File: src/rtl/xsm_pkg.sv
package xsm_pkg;
    localparam int unsigned XSM_COLS_DEF   = 16;
    localparam int unsigned XSM_ROWS_DEF   = 16;
    localparam int unsigned XSM_SYNC_DEF   = 2;

    typedef enum logic {
        EDGE_RISE = 1'b0,
        EDGE_FALL = 1'b1
    } edge_kind_e;

    function automatic int unsigned xsm_bit_index(input int unsigned row,
                                                  input int unsigned col,
                                                  input int unsigned cols);
        return row * cols + col;
    endfunction
endpackage

File: src/rtl/xsm_edge_sync.sv
module xsm_edge_sync
    import xsm_pkg::*;
#(
    parameter int unsigned STAGES    = 2,
    parameter logic        RESET_VAL = 1'b0,
    parameter edge_kind_e  EDGE      = EDGE_RISE
) (
    input  logic clk,
    input  logic rst_n,
    input  logic async_in,
    output logic level,
    output logic pulse
);
    localparam int unsigned PIPE_W = STAGES + 1;

    typedef struct packed {
        logic [PIPE_W-1:0] pipe;
    } sync_state_t;

    sync_state_t state_d, state_q;

    always_comb begin
        state_d      = state_q;
        state_d.pipe = {state_q.pipe[PIPE_W-2:0], async_in};
    end

    always_ff @(posedge clk or negedge rst_n) begin
        if (!rst_n) begin
            state_q.pipe <= {PIPE_W{RESET_VAL}};
        end else begin
            state_q <= state_d;
        end
    end

    logic lvl_now;
    logic lvl_prev;
    assign lvl_now  = state_q.pipe[STAGES-1];
    assign lvl_prev = state_q.pipe[STAGES];
    assign level    = lvl_now;

    generate
        if (EDGE == EDGE_RISE) begin : g_rise
            assign pulse = lvl_now & ~lvl_prev;
        end else begin : g_fall
            assign pulse = ~lvl_now & lvl_prev;
        end
    endgenerate
endmodule

File: src/rtl/xsm_shift_chain.sv
module xsm_shift_chain #(
    parameter int unsigned DEPTH  = 256,
    parameter int unsigned STAGES = 2
) (
    input  logic             clk,
    input  logic             rst_n,
    input  logic             ser_data,
    input  logic             shift_fire,
    output logic [DEPTH-1:0] chain,
    output logic             tail
);
    typedef struct packed {
        logic [STAGES-1:0] dsync;
        logic [DEPTH-1:0]  sr;
    } chain_state_t;

    chain_state_t state_d, state_q;
    logic         data_aligned;

    assign data_aligned = state_q.dsync[STAGES-1];

    always_comb begin
        state_d       = state_q;
        state_d.dsync = {state_q.dsync[STAGES-2:0], ser_data};
        if (shift_fire) begin
            state_d.sr = {state_q.sr[DEPTH-2:0], data_aligned};
        end
    end

    always_ff @(posedge clk or negedge rst_n) begin
        if (!rst_n) begin
            state_q.dsync <= '0;
            state_q.sr    <= '0;
        end else begin
            state_q <= state_d;
        end
    end

    assign chain = state_q.sr;
    assign tail  = state_q.sr[DEPTH-1];
endmodule

File: src/rtl/xsm_ctrl_latches.sv
module xsm_ctrl_latches #(
    parameter int unsigned WIDTH = 256
) (
    input  logic             clk,
    input  logic             rst_n,
    input  logic             load,
    input  logic [WIDTH-1:0] src,
    output logic [WIDTH-1:0] ctl
);
    typedef struct packed {
        logic [WIDTH-1:0] bits;
    } latch_state_t;

    latch_state_t state_d, state_q;

    always_comb begin
        state_d = state_q;
        if (load) begin
            state_d.bits = src;
        end
    end

    always_ff @(posedge clk or negedge rst_n) begin
        if (!rst_n) begin
            state_q.bits <= '0;
        end else begin
            state_q <= state_d;
        end
    end

    assign ctl = state_q.bits;
endmodule

File: src/rtl/xsm_or_matrix.sv
module xsm_or_matrix #(
    parameter int unsigned COLS = 16,
    parameter int unsigned ROWS = 16
) (
    input  logic [ROWS*COLS-1:0] ctl,
    input  logic [COLS-1:0]      col_in,
    output logic [ROWS-1:0]      row_out
);
    generate
        for (genvar r = 0; r < ROWS; r++) begin : g_row
            logic [COLS-1:0] row_mask;
            logic [COLS-1:0] row_hits;
            always_comb begin
                row_mask   = ctl[r*COLS +: COLS];
                row_hits   = row_mask & col_in;
                row_out[r] = |row_hits;
            end
        end
    endgenerate
endmodule

File: src/rtl/xbar_serial_matrix.sv
module xbar_serial_matrix
    import xsm_pkg::*;
#(
    parameter int unsigned COLS   = XSM_COLS_DEF,
    parameter int unsigned ROWS   = XSM_ROWS_DEF,
    parameter int unsigned STAGES = XSM_SYNC_DEF
) (
    input  logic            clk,
    input  logic            rst_n,
    input  logic            ser_data,
    input  logic            ser_clk,
    input  logic            xfer_n,
    input  logic [COLS-1:0] col_in,
    output logic [ROWS-1:0] row_out,
    output logic            ser_out
);
    localparam int unsigned NBITS = ROWS * COLS;

    logic             sclk_level;
    logic             shift_fire;
    logic             xfer_level;
    logic             xfer_fire;
    logic [NBITS-1:0] chain_q;
    logic [NBITS-1:0] latch_q;

    xsm_edge_sync #(
        .STAGES   (STAGES),
        .RESET_VAL(1'b0),
        .EDGE     (EDGE_RISE)
    ) u_sclk_sync (
        .clk     (clk),
        .rst_n   (rst_n),
        .async_in(ser_clk),
        .level   (sclk_level),
        .pulse   (shift_fire)
    );

    xsm_edge_sync #(
        .STAGES   (STAGES),
        .RESET_VAL(1'b1),
        .EDGE     (EDGE_RISE)
    ) u_xfer_sync (
        .clk     (clk),
        .rst_n   (rst_n),
        .async_in(xfer_n),
        .level   (xfer_level),
        .pulse   (xfer_fire)
    );

    xsm_shift_chain #(
        .DEPTH (NBITS),
        .STAGES(STAGES)
    ) u_chain (
        .clk       (clk),
        .rst_n     (rst_n),
        .ser_data  (ser_data),
        .shift_fire(shift_fire),
        .chain     (chain_q),
        .tail      (ser_out)
    );

    xsm_ctrl_latches #(
        .WIDTH(NBITS)
    ) u_latches (
        .clk  (clk),
        .rst_n(rst_n),
        .load (xfer_fire),
        .src  (chain_q),
        .ctl  (latch_q)
    );

    xsm_or_matrix #(
        .COLS(COLS),
        .ROWS(ROWS)
    ) u_matrix (
        .ctl    (latch_q),
        .col_in (col_in),
        .row_out(row_out)
    );

    logic unused_levels;
    assign unused_levels = sclk_level ^ xfer_level;
endmodule

File: config.mk
export PLATFORM = sky130hd
export DESIGN_NAME = xbar_serial_matrix
export DESIGN_NICKNAME = d
export VERILOG_FILES = /design/src/rtl/xsm_pkg.sv /design/src/rtl/xsm_edge_sync.sv /design/src/rtl/xsm_shift_chain.sv /design/src/rtl/xsm_ctrl_latches.sv /design/src/rtl/xsm_or_matrix.sv /design/src/rtl/xbar_serial_matrix.sv
export SDC_FILE = /design/constraint.sdc
export NUM_CORES = 1
export LEC_CHECK = 0
export ABC_AREA = 1
export CAP_MARGIN = 0
export CORE_MARGIN = 1
export CORE_UTILIZATION = 30
export DETAILED_ROUTE_END_ITERATION = 8
export SYNTH_ARGS = -nofsm -noshare
export SYNTH_HDL_FRONTEND = slang
export SYNTH_SLANG_ARGS = --single-unit
File: constraint.sdc
create_clock -name clk -period 1.55 [get_ports clk]
set_clock_uncertainty 0.05 [all_clocks]
set_input_delay 0.31 -clock clk [delete_from_list [all_inputs] [get_ports clk]]
set_output_delay 0.31 -clock clk [all_outputs]
set_load 0.02 [all_outputs]
### After elaboration in Yosys (flattened, before gate mapping)

Index checks and enable logic that the tools add are counted.

* bits in registers: 520

* bitwise logic cells: 20
* reductions and logical operators: 16

Operators by type and width (count)
* 16-bit bitwise AND: 16
* 16-bit OR reduction: 16
* 1-bit bitwise AND: 2
* 1-bit inverter: 2

### Logic depth before layout (Yosys ltp)

* depth after elaboration: 2
* mapped depth: 8
* gate-level depth less buffers: 6

### Modules after synthesis

From an unflattened synthesis, not the netlist that was laid out.

* cells, all modules: 2769
* area total of the unflattened synthesis: 22377.7 µm²

By module, submodules not included
* xsm_shift_chain: times used 1, cells an instance 1085, area an instance 9868.2 µm²
* xsm_ctrl_latches: times used 1, cells an instance 1082, area an instance 9716.8 µm²
* xsm_or_matrix: times used 1, cells an instance 592, area an instance 2618.8 µm²
* xsm_edge_sync at u_xfer_sync: times used 1, cells an instance 5, area an instance 88.8 µm²
* xsm_edge_sync at u_sclk_sync: times used 1, cells an instance 5, area an instance 85.1 µm²

### Worst setup path before layout

OpenSTA, ideal clock, no wires.

* kind: in2out
* start point: input port col_in[4]
* end point: output port row_out[0]
* data arrival time: 0.985 ns
* setup slack: 0.205 ns
* stages on the path: 8
* path buffers: 2
* cells stage by stage: clkbuf_2 buf_4 nand2_1 nand2_1 inv_1 nand2_1 nor2_1 nand2_1

* longest elaborated chain between the ends: 2

Ends and longest elaborated chain
* start, declared: line xbar_serial_matrix.sv:13 `input logic [COLS-1:0] col_in,`
* 16-bit bitwise AND: line xsm_or_matrix.sv:15 `row_hits = row_mask & col_in;`
* 16-bit OR reduction: line xsm_or_matrix.sv:16 `row_out[r] = |row_hits;`
* end, declared: line xbar_serial_matrix.sv:14 `output logic [ROWS-1:0] row_out,`

Every way passes these cells.

### Worst setup path after layout

* start point: register u_latches.state_q (netlist bit u_latches.ctl[2])
* end point: output port row_out[0]

* longest elaborated chain between the ends: 2

Ends and longest elaborated chain
* start, declared: line xsm_ctrl_latches.sv:14 `latch_state_t state_d, state_q;`
* start signal, assigned: line xsm_ctrl_latches.sv:27 `state_q <= state_d;`
* 16-bit bitwise AND: line xsm_or_matrix.sv:15
* 16-bit OR reduction: line xsm_or_matrix.sv:16

Every way passes these cells.

==> run_results.csv <==
group,metric,value,unit
outcome,status,"finished, violations left",
outcome,violations,"negative setup slack",
cells_and_area,final_cell_mix,"907 x nand2_1, 517 x dfrtp_1, 348 x inv_1",
cts,root_buffer,"clkbuf_16",
cts,clk_pin_slew_worst_paths,0.06,ns
worst_setup_path,cp-start-kind,"register",
cells_and_area,layout.nets,2680,
cells_and_area,diodes,0,
floorplan,dieArea,0.0772,sq mm
worst_setup_path,timing_worst_setup_path_type,"reg -> out",
worst_setup_path,crit_path_cell_trace,"nand2_1 > nand2_1 > inv_1 > nand2_1 > nor2_2 > nand2_2 > buf_6",
synthesis,synth_edf_count,0,
floorplan,die_h,278,um
global_route,grt_pass1_vias,15500,
worst_setup_path,cp.required,1.19,ns
placement,dp.cells,3497,
synthesis,synthFlopType,"dfrtp_1",
synthesis,ys_ff_latch,520,
sta,tns,-6.41,ns
sta,setup_viol_count_final,16,
drt,remaining_drc_errors,0,
worst_setup_path,worst-path-buf-inv,2,
cts,ctsLongestPathBuffers,3,
cts,clkSinkCount,520,
floorplan,top_level_ports,38,
sta,fmax,497,MHz
worst_setup_path,cp_top_family,"simple AND/OR/NAND/NOR gates",
sta,min_period_over_period,130,%
cells_and_area,post-route-util,36.6,%
drt,vias_per_cell,4.30,
cts,cts_tree,"done",
placement,post-place-ws,-0.924,ns
sta,fin_hold_ws,0.0674,ns
sta,hold_viol,0,
synthesis,syn_avg_cell_area,9.10,sq um
power,p_leak,12.6,nW
sta,tightest_slew,0.498,ns
drt,routed_wl,52600,um
synthesis,synth_cells,2508,
worst_hold_path,hp-class,"in -> async",
worst_setup_path,r2r-end,"u_latches.ctl[105]$_DFFE_PN0P_",
cells_and_area,synthToLayoutAreaGrowth,20.0,%
cts,htree_levels,2,
worst_setup_path,crit_path_max_fanout,2,
synthesis,synth_async_sr_flop_share,100,%
placement,dp_hpwl,32600,um
worst_setup_path,max_stage_delay,0.38,ns
flow_run,drv_cap,0,
global_route,grt_pass1_wl,85500,um
power,powerDensity,1050,mW/mm^2
worst_setup_path,slowest_stage,"dfrtp_1",
floorplan,rows,100,
synthesis,ys_seq_area_share,57.0,%
sta,fin_ws,-0.463,ns
global_route,overflow,0,
cells_and_area,drive_above_1_share,20.7,%
sta,finalCriticalPeriod,2.01,ns
cells_and_area,design_area,0.0274,sq mm
drt,vias,15800,
cells_and_area,final_cells,3673,
sta,slew_headroom,66.8,%
worst_setup_path,reg2reg_slack,0.08,ns
drt,dr.pass1.iters,5,
global_route,grt_max_degree,75,
drt,drt_iter0_markers,1069,
floorplan,die_w,278,um
sta,rsz0062_at_grt,"yes",
placement,place_congestion,0.773,
drt,route.antenna.remaining_nets,0,
cts,cts_made_buffers,53,
worst_setup_path,timing.rr.start,"u_xfer_sync.state_q[2]$_DFF_PN1_",
synthesis,syn_area,0.0228,sq mm
power,worst_ir_drop_vdd,0.836,mV
drt,wl_per_cell,14.3,um
cells_and_area,final_common_cell,"nand2_1",
worst_setup_path,worst_setup_path_end_kind,"primary output",
sta,drv_slew,0,
synthesis,ys_warn_count,0,
global_route,track_usage,13.9,%
synthesis,syn-num-nets,2529,
placement,io_buffers,37,
power,power.total,28.6,mW
global_route,antenna_found_initial,0,
placement,placed_area,0.0247,sq mm
worst_setup_path,reg2regPathDepth,6,
worst_setup_path,path_common_cell,"nand2_1",
floorplan,start_util,30.5,%
floorplan,core,0.0748,sq mm
worst_setup_path,arrival,1.65,ns
cts,clk_latency,0.62,ns
synthesis,synth_cell_types,17,
worst_setup_path,worstSetupStartpoint,"u_latches.ctl[2]$_DFFE_PN0P_",
## synthesized netlist by cell type, types with 4 or more instances
cell type	count	area, sq um
nor2_1	33	124
o21ai_0	101	505
nand4_1	16	100
clkbuf_2	11	55.1
buf_6	107	1200
clkbuf_1	4	15.0
dfrtp_1	517	12900
buf_2	8	40.0
inv_1	353	1330
buf_4	14	105
o21ai_2	205	1800
nand2_1	928	3480
o21ai_1	204	1020
## registers in the layout, summed over array words and instances (netlist names)
name / flops
u_xfer_sync.state_q: 3
u_sclk_sync.state_q: 3
u_chain.data_aligned: 1
u_chain.chain: 256
u_latches.ctl: 256
u_chain.state_d: 1
## cells by family after synthesis
group                  count (synthesis)  share of synthesized area [%]
and+or+nand+nor                      980                           16.4
DFF                                  520                           57.0
AOI/OAI and AO/OA                    511                           14.6
buffers and inverters                497                           12.0
## worst register-to-register path, cell delays in order, from the launching register on
cell	delay, ns
dfstp_2	0.51
inv_1	0.09
nand2_8	0.14
buf_12	0.21
buf_12	0.23
nand2_1	0.10
o21ai_2	0.06
## worst max-delay path by stage
stage	to	slack (ns)	depth (start not counted)
detailed placement	row_out[4]	-0.92	9
finish	row_out[0]	-0.46	7
global route	row_out[0]	-0.58	7
CTS	row_out[7]	-0.49	7
floorplan	row_out[0]	0.20	8
global placement	row_out[4]	-0.94	9
## layer usage
layer / GRT usage (%) / up-vias / part of all wire [%]
met5: 0 / - / 0
met4: 3.26 / 0 / 1.8
met3: 2.31 / 76 / 4.7
met2: 22.2 / 232 / 46
met1: 19.6 / 7456 / 48
li1: - / 8035 / -
## power breakdown
group | switching, mW | total (mW) | internal (mW)
registers | 0.0929 | 13.8 | 13.8
logic | 1.32 | 2.09 | 0.777
clock network | 5.50 | 12.7 | 7.18
total | 6.91 | 28.6 | 21.7
## cell type report
cell class | count | area (sq um)
flip-flops and latches | 520 | 13000
multi-input cells | 1491 | 7180
repair buffers | 240 | 2910
well taps | 969 | 1210
inverters | 353 | 1330
fillers | 7560 | 47400
clock buffers | 86 | 1620
clock inverters | 14 | 109
## timing repair
| action | CTS | global route |
|---|---|---|
| hold buffers | 1 | 0 |
| resized for setup | 124 | 22 |
| gates cloned | 5 | 0 |
| pin swaps | 79 | 64 |
| endpoints found under the setup margin | 17 | 18 |
| hold endpoints to repair | 517 | 0 |
| setup buffers | 47 | 23 |
No activity file was read; power rests on OpenSTA's default activity.
